[src/rtl/ipi_mbx_pkg.sv]
package ipi_mbx_pkg;

  localparam int NUM_AGENTS = 11;
  localparam int DATA_W     = 32;

  // word indices (byte offset / 4) of each register
  localparam int WIDX_TRIG   = 0;
  localparam int WIDX_OBS    = 1;
  localparam int WIDX_STATUS = 4;
  localparam int WIDX_MASK   = 5;
  localparam int WIDX_ENABLE = 6;
  localparam int WIDX_DISABLE = 7;

  // bit position of agent i: groups of 1, 2, 4, 4 agents at bases 0, 8, 16, 24
  function automatic int agentPos(input int idx);
    if (idx < 1)      return idx;
    else if (idx < 3) return 8 + (idx - 1);
    else if (idx < 7) return 16 + (idx - 3);
    else              return 24 + (idx - 7);
  endfunction

  function automatic logic [DATA_W-1:0] validMask();
    logic [DATA_W-1:0] m;
    m = '0;
    for (int i = 0; i < NUM_AGENTS; i++) m[agentPos(i)] = 1'b1;
    return m;
  endfunction

  localparam logic [DATA_W-1:0] VALID_BITS = validMask();

  typedef enum logic [1:0] {
    RSEL_ZERO   = 2'd0,
    RSEL_OBS    = 2'd1,
    RSEL_STATUS = 2'd2,
    RSEL_MASK   = 2'd3
  } rdSel_e;

  typedef struct packed {
    logic   wrTrig;
    logic   wrStatus;
    logic   wrEnable;
    logic   wrDisable;
    logic   rdEn;
    rdSel_e rdSel;
  } ctlStrobe_t;

endpackage

[src/rtl/ipi_mbx_ctrl.sv]
module ipi_mbx_ctrl
  import ipi_mbx_pkg::*;
#(
  parameter int ADDR_W = 5
) (
  input  logic              clk,
  input  logic              rst_n,
  input  logic              busWr,
  input  logic              busRd,
  input  logic [ADDR_W-1:0] busAddr,
  output ctlStrobe_t        strobes
);

  localparam int WORD_W = ADDR_W - 2;

  logic              aligned;
  logic [WORD_W-1:0] wordIdx;
  logic              wrOk;

  assign aligned = (busAddr[1:0] == 2'b00);
  assign wordIdx = busAddr[ADDR_W-1:2];
  assign wrOk    = busWr && aligned;

  always_comb begin
    strobes           = '0;
    strobes.rdEn      = busRd;
    strobes.wrTrig    = wrOk && (wordIdx == WORD_W'(WIDX_TRIG));
    strobes.wrStatus  = wrOk && (wordIdx == WORD_W'(WIDX_STATUS));
    strobes.wrEnable  = wrOk && (wordIdx == WORD_W'(WIDX_ENABLE));
    strobes.wrDisable = wrOk && (wordIdx == WORD_W'(WIDX_DISABLE));
    strobes.rdSel     = RSEL_ZERO;
    if (aligned) begin
      if (wordIdx == WORD_W'(WIDX_OBS))         strobes.rdSel = RSEL_OBS;
      else if (wordIdx == WORD_W'(WIDX_STATUS)) strobes.rdSel = RSEL_STATUS;
      else if (wordIdx == WORD_W'(WIDX_MASK))   strobes.rdSel = RSEL_MASK;
    end
  end

  // a misaligned access never produces a write strobe
  assert_misaligned_ignored_R11: assert property (@(posedge clk) disable iff (!rst_n)
    (busAddr[1:0] != 2'b00) |->
      !(strobes.wrTrig || strobes.wrStatus || strobes.wrEnable || strobes.wrDisable));

  assert_single_write_R11: assert property (@(posedge clk) disable iff (!rst_n)
    $onehot0({strobes.wrTrig, strobes.wrStatus, strobes.wrEnable, strobes.wrDisable}));

endmodule

[src/rtl/ipi_mbx_dpath.sv]
module ipi_mbx_dpath
  import ipi_mbx_pkg::*;
(
  input  logic                  clk,
  input  logic                  rst_n,
  input  ctlStrobe_t            strobes,
  input  logic [DATA_W-1:0]     busWdata,
  input  logic [DATA_W-1:0]     doorbellIn,
  input  logic [DATA_W-1:0]     observeIn,
  output logic [DATA_W-1:0]     busRdata,
  output logic [NUM_AGENTS-1:0] trigOut,
  output logic [NUM_AGENTS-1:0] obsOut,
  output logic                  irqOut
);

  logic [DATA_W-1:0]     wdataV;
  logic [DATA_W-1:0]     setV;
  logic [DATA_W-1:0]     statusQ, statusD;
  logic [DATA_W-1:0]     maskQ, maskD;
  logic [DATA_W-1:0]     obsQ;
  logic [DATA_W-1:0]     rdataQ, rdataD;
  logic [NUM_AGENTS-1:0] trigQ, trigD;

  assign wdataV = busWdata & VALID_BITS;
  assign setV   = doorbellIn & VALID_BITS;

  // status: clear first, then set, so a coincident doorbell wins
  always_comb begin
    statusD = statusQ;
    if (strobes.wrStatus) statusD = statusD & ~wdataV;
    statusD = statusD | setV;
  end

  always_comb begin
    maskD = maskQ;
    if (strobes.wrEnable)  maskD = maskD & ~wdataV;
    if (strobes.wrDisable) maskD = maskD | wdataV;
  end

  // per-agent mapping between sparse bit positions and dense pins
  for (genvar g = 0; g < NUM_AGENTS; g++) begin : g_agent
    localparam int P = agentPos(g);
    assign trigD[g]  = strobes.wrTrig & busWdata[P];
    assign obsOut[g] = statusQ[P];
  end

  always_comb begin
    unique case (strobes.rdSel)
      RSEL_OBS:    rdataD = obsQ;
      RSEL_STATUS: rdataD = statusQ;
      RSEL_MASK:   rdataD = maskQ;
      default:     rdataD = '0;
    endcase
  end

  always_ff @(posedge clk) begin
    if (!rst_n) begin
      statusQ <= '0;
      maskQ   <= VALID_BITS;
      obsQ    <= '0;
      trigQ   <= '0;
      rdataQ  <= '0;
    end else begin
      statusQ <= statusD;
      maskQ   <= maskD;
      obsQ    <= observeIn & VALID_BITS;
      trigQ   <= trigD;
      if (strobes.rdEn) rdataQ <= rdataD;
    end
  end

  assign trigOut  = trigQ;
  assign busRdata = rdataQ;
  assign irqOut   = |(statusQ & ~maskQ);

  // a trigger pulse only follows a trigger write
  assert_trig_after_write_R3: assert property (@(posedge clk) disable iff (!rst_n)
    (trigOut != '0) |-> $past(strobes.wrTrig));

  // an incoming doorbell is never lost, even against a clear
  assert_doorbell_kept_R5: assert property (@(posedge clk) disable iff (!rst_n)
    (setV != '0) |=> ((statusQ & $past(setV)) == $past(setV)));

  // status bits fall only on a status write
  assert_status_sticky_R4: assert property (@(posedge clk) disable iff (!rst_n)
    !strobes.wrStatus |=> (($past(statusQ) & ~statusQ) == '0));

  // mask moves only through enable or disable
  assert_mask_strobes_only_R7: assert property (@(posedge clk) disable iff (!rst_n)
    !(strobes.wrEnable || strobes.wrDisable) |=> $stable(maskQ));

  // strobe-only offsets return zero
  assert_zero_read_R7: assert property (@(posedge clk) disable iff (!rst_n)
    (strobes.rdEn && strobes.rdSel == RSEL_ZERO) |=> (busRdata == '0));

  // the interrupt holds while nothing feeding it changes
  assert_irq_steady_R8: assert property (@(posedge clk) disable iff (!rst_n)
    ($stable(statusQ) && $stable(maskQ)) |-> $stable(irqOut));

  // read data holds without a read strobe
  assert_rdata_hold_R11: assert property (@(posedge clk) disable iff (!rst_n)
    !strobes.rdEn |=> $stable(busRdata));

endmodule

[src/rtl/ipi_mailbox.sv]
module ipi_mailbox
  import ipi_mbx_pkg::*;
#(
  parameter int ADDR_W = 5
) (
  input  logic                  clk,
  input  logic                  rst_n,
  input  logic                  busWr,
  input  logic                  busRd,
  input  logic [ADDR_W-1:0]     busAddr,
  input  logic [DATA_W-1:0]     busWdata,
  output logic [DATA_W-1:0]     busRdata,
  input  logic [DATA_W-1:0]     doorbellIn,
  input  logic [DATA_W-1:0]     observeIn,
  output logic [NUM_AGENTS-1:0] trigOut,
  output logic [NUM_AGENTS-1:0] obsOut,
  output logic                  irqOut
);

  ctlStrobe_t strobes;

  ipi_mbx_ctrl #(.ADDR_W(ADDR_W)) ctrl_i (
    .clk     (clk),
    .rst_n   (rst_n),
    .busWr   (busWr),
    .busRd   (busRd),
    .busAddr (busAddr),
    .strobes (strobes)
  );

  ipi_mbx_dpath dpath_i (
    .clk        (clk),
    .rst_n      (rst_n),
    .strobes    (strobes),
    .busWdata   (busWdata),
    .doorbellIn (doorbellIn),
    .observeIn  (observeIn),
    .busRdata   (busRdata),
    .trigOut    (trigOut),
    .obsOut     (obsOut),
    .irqOut     (irqOut)
  );

endmodule

[config.mk]
export PLATFORM = sky130hd
export DESIGN_NAME = ipi_mailbox
export DESIGN_NICKNAME = d
export VERILOG_FILES = /design/src/rtl/ipi_mbx_pkg.sv /design/src/rtl/ipi_mbx_ctrl.sv /design/src/rtl/ipi_mbx_dpath.sv /design/src/rtl/ipi_mailbox.sv
export SDC_FILE = /design/constraint.sdc
export NUM_CORES = 1
export LEC_CHECK = 0
export ABC_AREA = 1
export ABC_CLOCK_PERIOD_IN_PS = 2920
export CORE_UTILIZATION = 35
export DETAILED_ROUTE_END_ITERATION = 8
export PLACE_DENSITY = 0.79
export RECOVER_POWER = 50
export SLEW_MARGIN = 20
export SYNTH_ARGS = -nofsm -noshare
export SYNTH_HDL_FRONTEND = slang
export SYNTH_SLANG_ARGS = --single-unit
[constraint.sdc]
create_clock -name clk -period 2.92 [get_ports clk]
set_input_delay 0.584 -clock clk [delete_from_list [all_inputs] [get_ports clk]]
set_output_delay 0.584 -clock clk [all_outputs]
set_load 0.1 [all_outputs]
# Word-level counts from Yosys, hierarchy flattened
# Index checks and enable logic that the tools add are counted.
# totals
regBits,139
latchBits,0
inputBits,105
mem_bits_ro,0
ramBits,0
elab_cells,48
mem_count,0
# op_classes
n_bitwise,18
addsub,0
eq_ne,8
n_div,0
order_cmp,0
n_mul,0
n_shift,0
muxes,8
reduce_logical,8
# op_table
cell,n
AND 32 bit,3
2-to-1 mux 32 bit,3
one-hot mux 32 bit (3 select lines),1
OR 32 x 28 -> 32 bit,2
NOT 28 -> 32 bit,1
NOT 32 bit,1
OR reduction 32 bit,1
== test 3 bit (second input constant),4
AND 1 bit,11
2-to-1 mux 2 bit,4
logical AND 1 bit,5
== test 2 bit (second input constant),2
== test 3 x 1 -> 1 bit (second input constant),1
logical NOT 3 bit,1
== test 2 x 1 -> 1 bit (second input constant),1
logical NOT 2 bit,1

# Longest topological paths before layout
# depth
depth_word,7
ltp_mapped,7
ltp_nobuf,7

# Cells and area by module
# Synthesis repeated with hierarchy kept, for this count alone.
# hier_totals
cells_unflattened,326
hier_area_um2,2399.8
# by_module_without_submodules
mod,area_each_um2,seq_area_each_um2,n_inst,cells_each
ipi_mbx_dpath,2321.0,1101.1,1,308
ipi_mbx_ctrl,78.8,0.0,1,18

# Least setup slack after synthesis
# Ideal clock, no wire load.
# synth_path
path_kind,reg-to-output
from,register dpath_i.statusQ[0]
to,output port irqOut
stages_incl_launch_ff,5
required_time_ns,2.336
arrival_ns,2.033
slack_ns,0.303
path_cell_list,dfxtp_1 > inv_1 > o21ai_0 > a21oi_1 > nand3_1
# synth_between
elab_chain_len,2
# synth_rtl
element,line,source
"start, declared",ipi_mbx_dpath.sv:18,"logic [DATA_W-1:0] statusQ, statusD;"
"start signal, assigned",ipi_mbx_dpath.sv:64,statusQ <= statusD;
AND 32 bit,ipi_mbx_dpath.sv:74,assign irqOut = |(statusQ & ~maskQ);
OR reduction 32 bit,ipi_mbx_dpath.sv:74,
"end, declared",ipi_mailbox.sv:17,output logic irqOut
# No other way between the ends.

# Worst setup path after layout
# layout_path
from,register dpath_i.statusQ[26]
to,output port obsOut[9]
# layout_lines
element,line,source
"end, declared",ipi_mailbox.sv:16,"output logic [NUM_AGENTS-1:0] obsOut,"
# No word-level cell between the ends.

==> metrics.md <==
| Metric | Value |
|---|---|
| Vias per cell | 4.91 |
| Logic gate share of total power | 23.1% |
| RSZ-0062 raised after global routing | false |
| Grt total ovfl | 0 |
| Die footprint | 0.00722 sq mm |
| Tmin final | 2.23 ns |
| Gr busiest metal | met2 |
| Final net count | 493 |
| FMAX | 449 MHz |
| Final hold vios | 0 |
| Drt total wl | 5930 microns |
| Design internal power | 1060 uW |
| Total GRT Usage | 17.1% |
| Clock Power Share | 28.3% |
| Mapped Cells | 320 |
| Max-cap violations | 0 |
| Status | finished, violations left |
| Slowest stage delay, CP | 0.90 ns |
| DRC Markers | 8 |
| Post-Syn Area per Cell | 7.53 sq um |
| Vias in the first global route | 2094 |
| Layout cells sized above 1 | 5.91% |
| Worst-skew pair later-pin latency | 0.32 ns |
| Commonest non-fill, non-tap cell in the layout | nand2_1 |
| Std-Cell Rows | 29 |
| Final GP Congestion | 0.829 |
| Failing checks | DRC |
| Postcts setup bufs | 0 |
| Largest net degree at the start of global routing | 34 |
| Initial antenna violation count | 0 |
| Syn-to-layout area delta | 25.0% |
| Critical Path Fanout Max | 4 |
| Mapped Area | 0.00241 sq mm |
| Slowest cell on the critical path | clkbuf_1 |
| CTS tree | built |
| Final Core Density | 46.3% |
| Starting Density | 37.1% |
| Number of buffers inserted by port buffering | 75 |
| CTS sink count | 55 |
| Power Dens Cells | 540 mW/mm^2 |
| Register area share after synthesis | 45.7% |
| Wire length per cell | 12.7 microns |
| Post-CTS sizing | 0 |
| Endpoints failing setup | 0 |
| CP Data Arrival Time | 1.64 ns |
| Distinct cell type count after synthesis | 22 |
| Worst Setup End Kind | primary output |
| CP Class | reg2out |
| Met3 usage | 4.96% |
| CP delay by family, top | buffers and inverters |
| Synth Warn # | 0 |
| Max Slew Vio Count | 0 |
| Detailed Route Iter0 Violations | 143 |
| Clock transition at path regs | 0.10 ns |
| Crit-path cells | clkbuf_1 |
| Met1 Usage GRT | 20.3% |
| Tcrit/Tclk final | 76.2% |
| VDD IR max | 219 uV |
| CTS Buffer Depth | 2 |
| WP buf/inv | 1 |
| Global-route wire length before repair | 9720 microns |
| Leak | 0.00127 uW |
| CP Launch Type | flop |
| Antenna-violating nets left | 0 |
| Skew final | 0.00579 ns |
| Num CTS Buffers | 5 |
| Sequential Power Share | 48.6% |
| Die width | 85.0 microns |
| IO Pins | 160 |
| Class of the worst hold path | reg2reg |
| Core Area | 0.00649 sq mm |
| Slew margin rel. | 18.2% |
| Sw frac | 34.5% |
| CTS Root Cell | clkbuf_8 |
| Worst-margin pin slew | 1.23 ns |
| Met2 GRT Util | 29.0% |
| Hold Buf Count CTS | 0 |
| Commonest non-fill, non-tap cells in the layout | nand2_1, dfxtp_1, clkdlybuf4s50_1, inv_1, clkbuf_1 |
| Flops & latches, synth | 55 |
| Net Sw Power | 562 uW |
| Vias post-DR | 2290 |
| Router iterations before antenna repair | 7 |
| Die Ht | 85.0 microns |
| H-tree depth | 2 |
| Critical Path RT | 2.34 ns |
| Post-route setup TNS | 0 ns |
| # diodes | 0 |
| Post-DP HPWL | 4440 microns |
## worst paths after layout
| check | startpoint | endpoint | slack [ns] | depth (start not counted) |
|---|---|---|---|---|
| setup / recovery | dpath_i.statusQ[26] | obsOut[9] | 0.69 | 1 |
| hold / removal | dpath_i.busRdata[0] | dpath_i.busRdata[0] | 0.47 | 2 |
| setup reg to reg | flop | dpath_i.busRdata[19] | 2.01 | 4 |
| hold reg to reg | dpath_i.busRdata[0] | dpath_i.busRdata[0] | 0.47 | 2 |
## cells in the mapped netlist
master / count / share of area [%]
conb_1: 1 / 0.16
a21oi_1: 24 / 5.0
nand2_1: 57 / 8.9
o21ai_1: 3 / 0.62
nand3_1: 29 / 6.0
buf_4: 26 / 8.1
nor2_2: 2 / 0.52
o21ai_0: 9 / 1.9
buf_1: 1 / 0.16
nor2_4: 1 / 0.47
o22ai_1: 3 / 0.78
nand4_1: 29 / 7.5
dfxtp_1: 55 / 46
nor3_1: 12 / 2.5
nor3_2: 1 / 0.42
nand2_2: 1 / 0.26
inv_1: 36 / 5.6
inv_2: 3 / 0.47
clkbuf_1: 6 / 0.93
nor2_1: 13 / 2.0
nor4_2: 1 / 0.52
buf_2: 7 / 1.5
## through the flow
stage,area (sq um),instances,setup WS (ns),hold slack [ns],total power (uW)
after floorplan,2480,340,0.303,0.458,1110
after global placement,3030,458,0.784,0.458,1190
after detailed placement,3030,458,0.720,0.457,1190
after CTS,3140,466,0.883,0.471,1650
after global routing,3010,466,0.649,0.495,1690
final,3010,466,0.694,0.468,1630
## power groups by stage
stage	clock, uW	combinational [uW]	sequential (uW)
final	461	375	789
after global routing	504	395	793
after CTS	470	387	790
after detailed placement	0	386	807
after global placement	0	382	807
after floorplan	0	213	899
## per-layer routing
layer	part of all wire [%]	vias to the layer above
li1	-	1143
met1	42	1053
met2	48	82
met3	7.7	12
met4	1.9	0
met5	0	-
## cell type report
class / count / area, sq um
well taps: 77 / 96.3
flip-flops and latches: 55 / 1100
repair buffers: 81 / 583
multi-input cells: 206 / 980
clock buffers: 7 / 96.3
fillers: 678 / 3480
clock inverters: 1 / 7.51
inverters: 39 / 146
## cell families (layout without fill, tap and decap cells)
family | count (synthesis) | count (layout) | synth area share, %
other | 1 | 21 | 0.156
AO/OA/AOI/OAI | 39 | 39 | 8.26
flip-flops | 55 | 55 | 45.7
buffers and inverters | 79 | 128 | 16.7
AND/OR/NAND/NOR | 146 | 146 | 29.1
(Power assumes the default switching activity.)
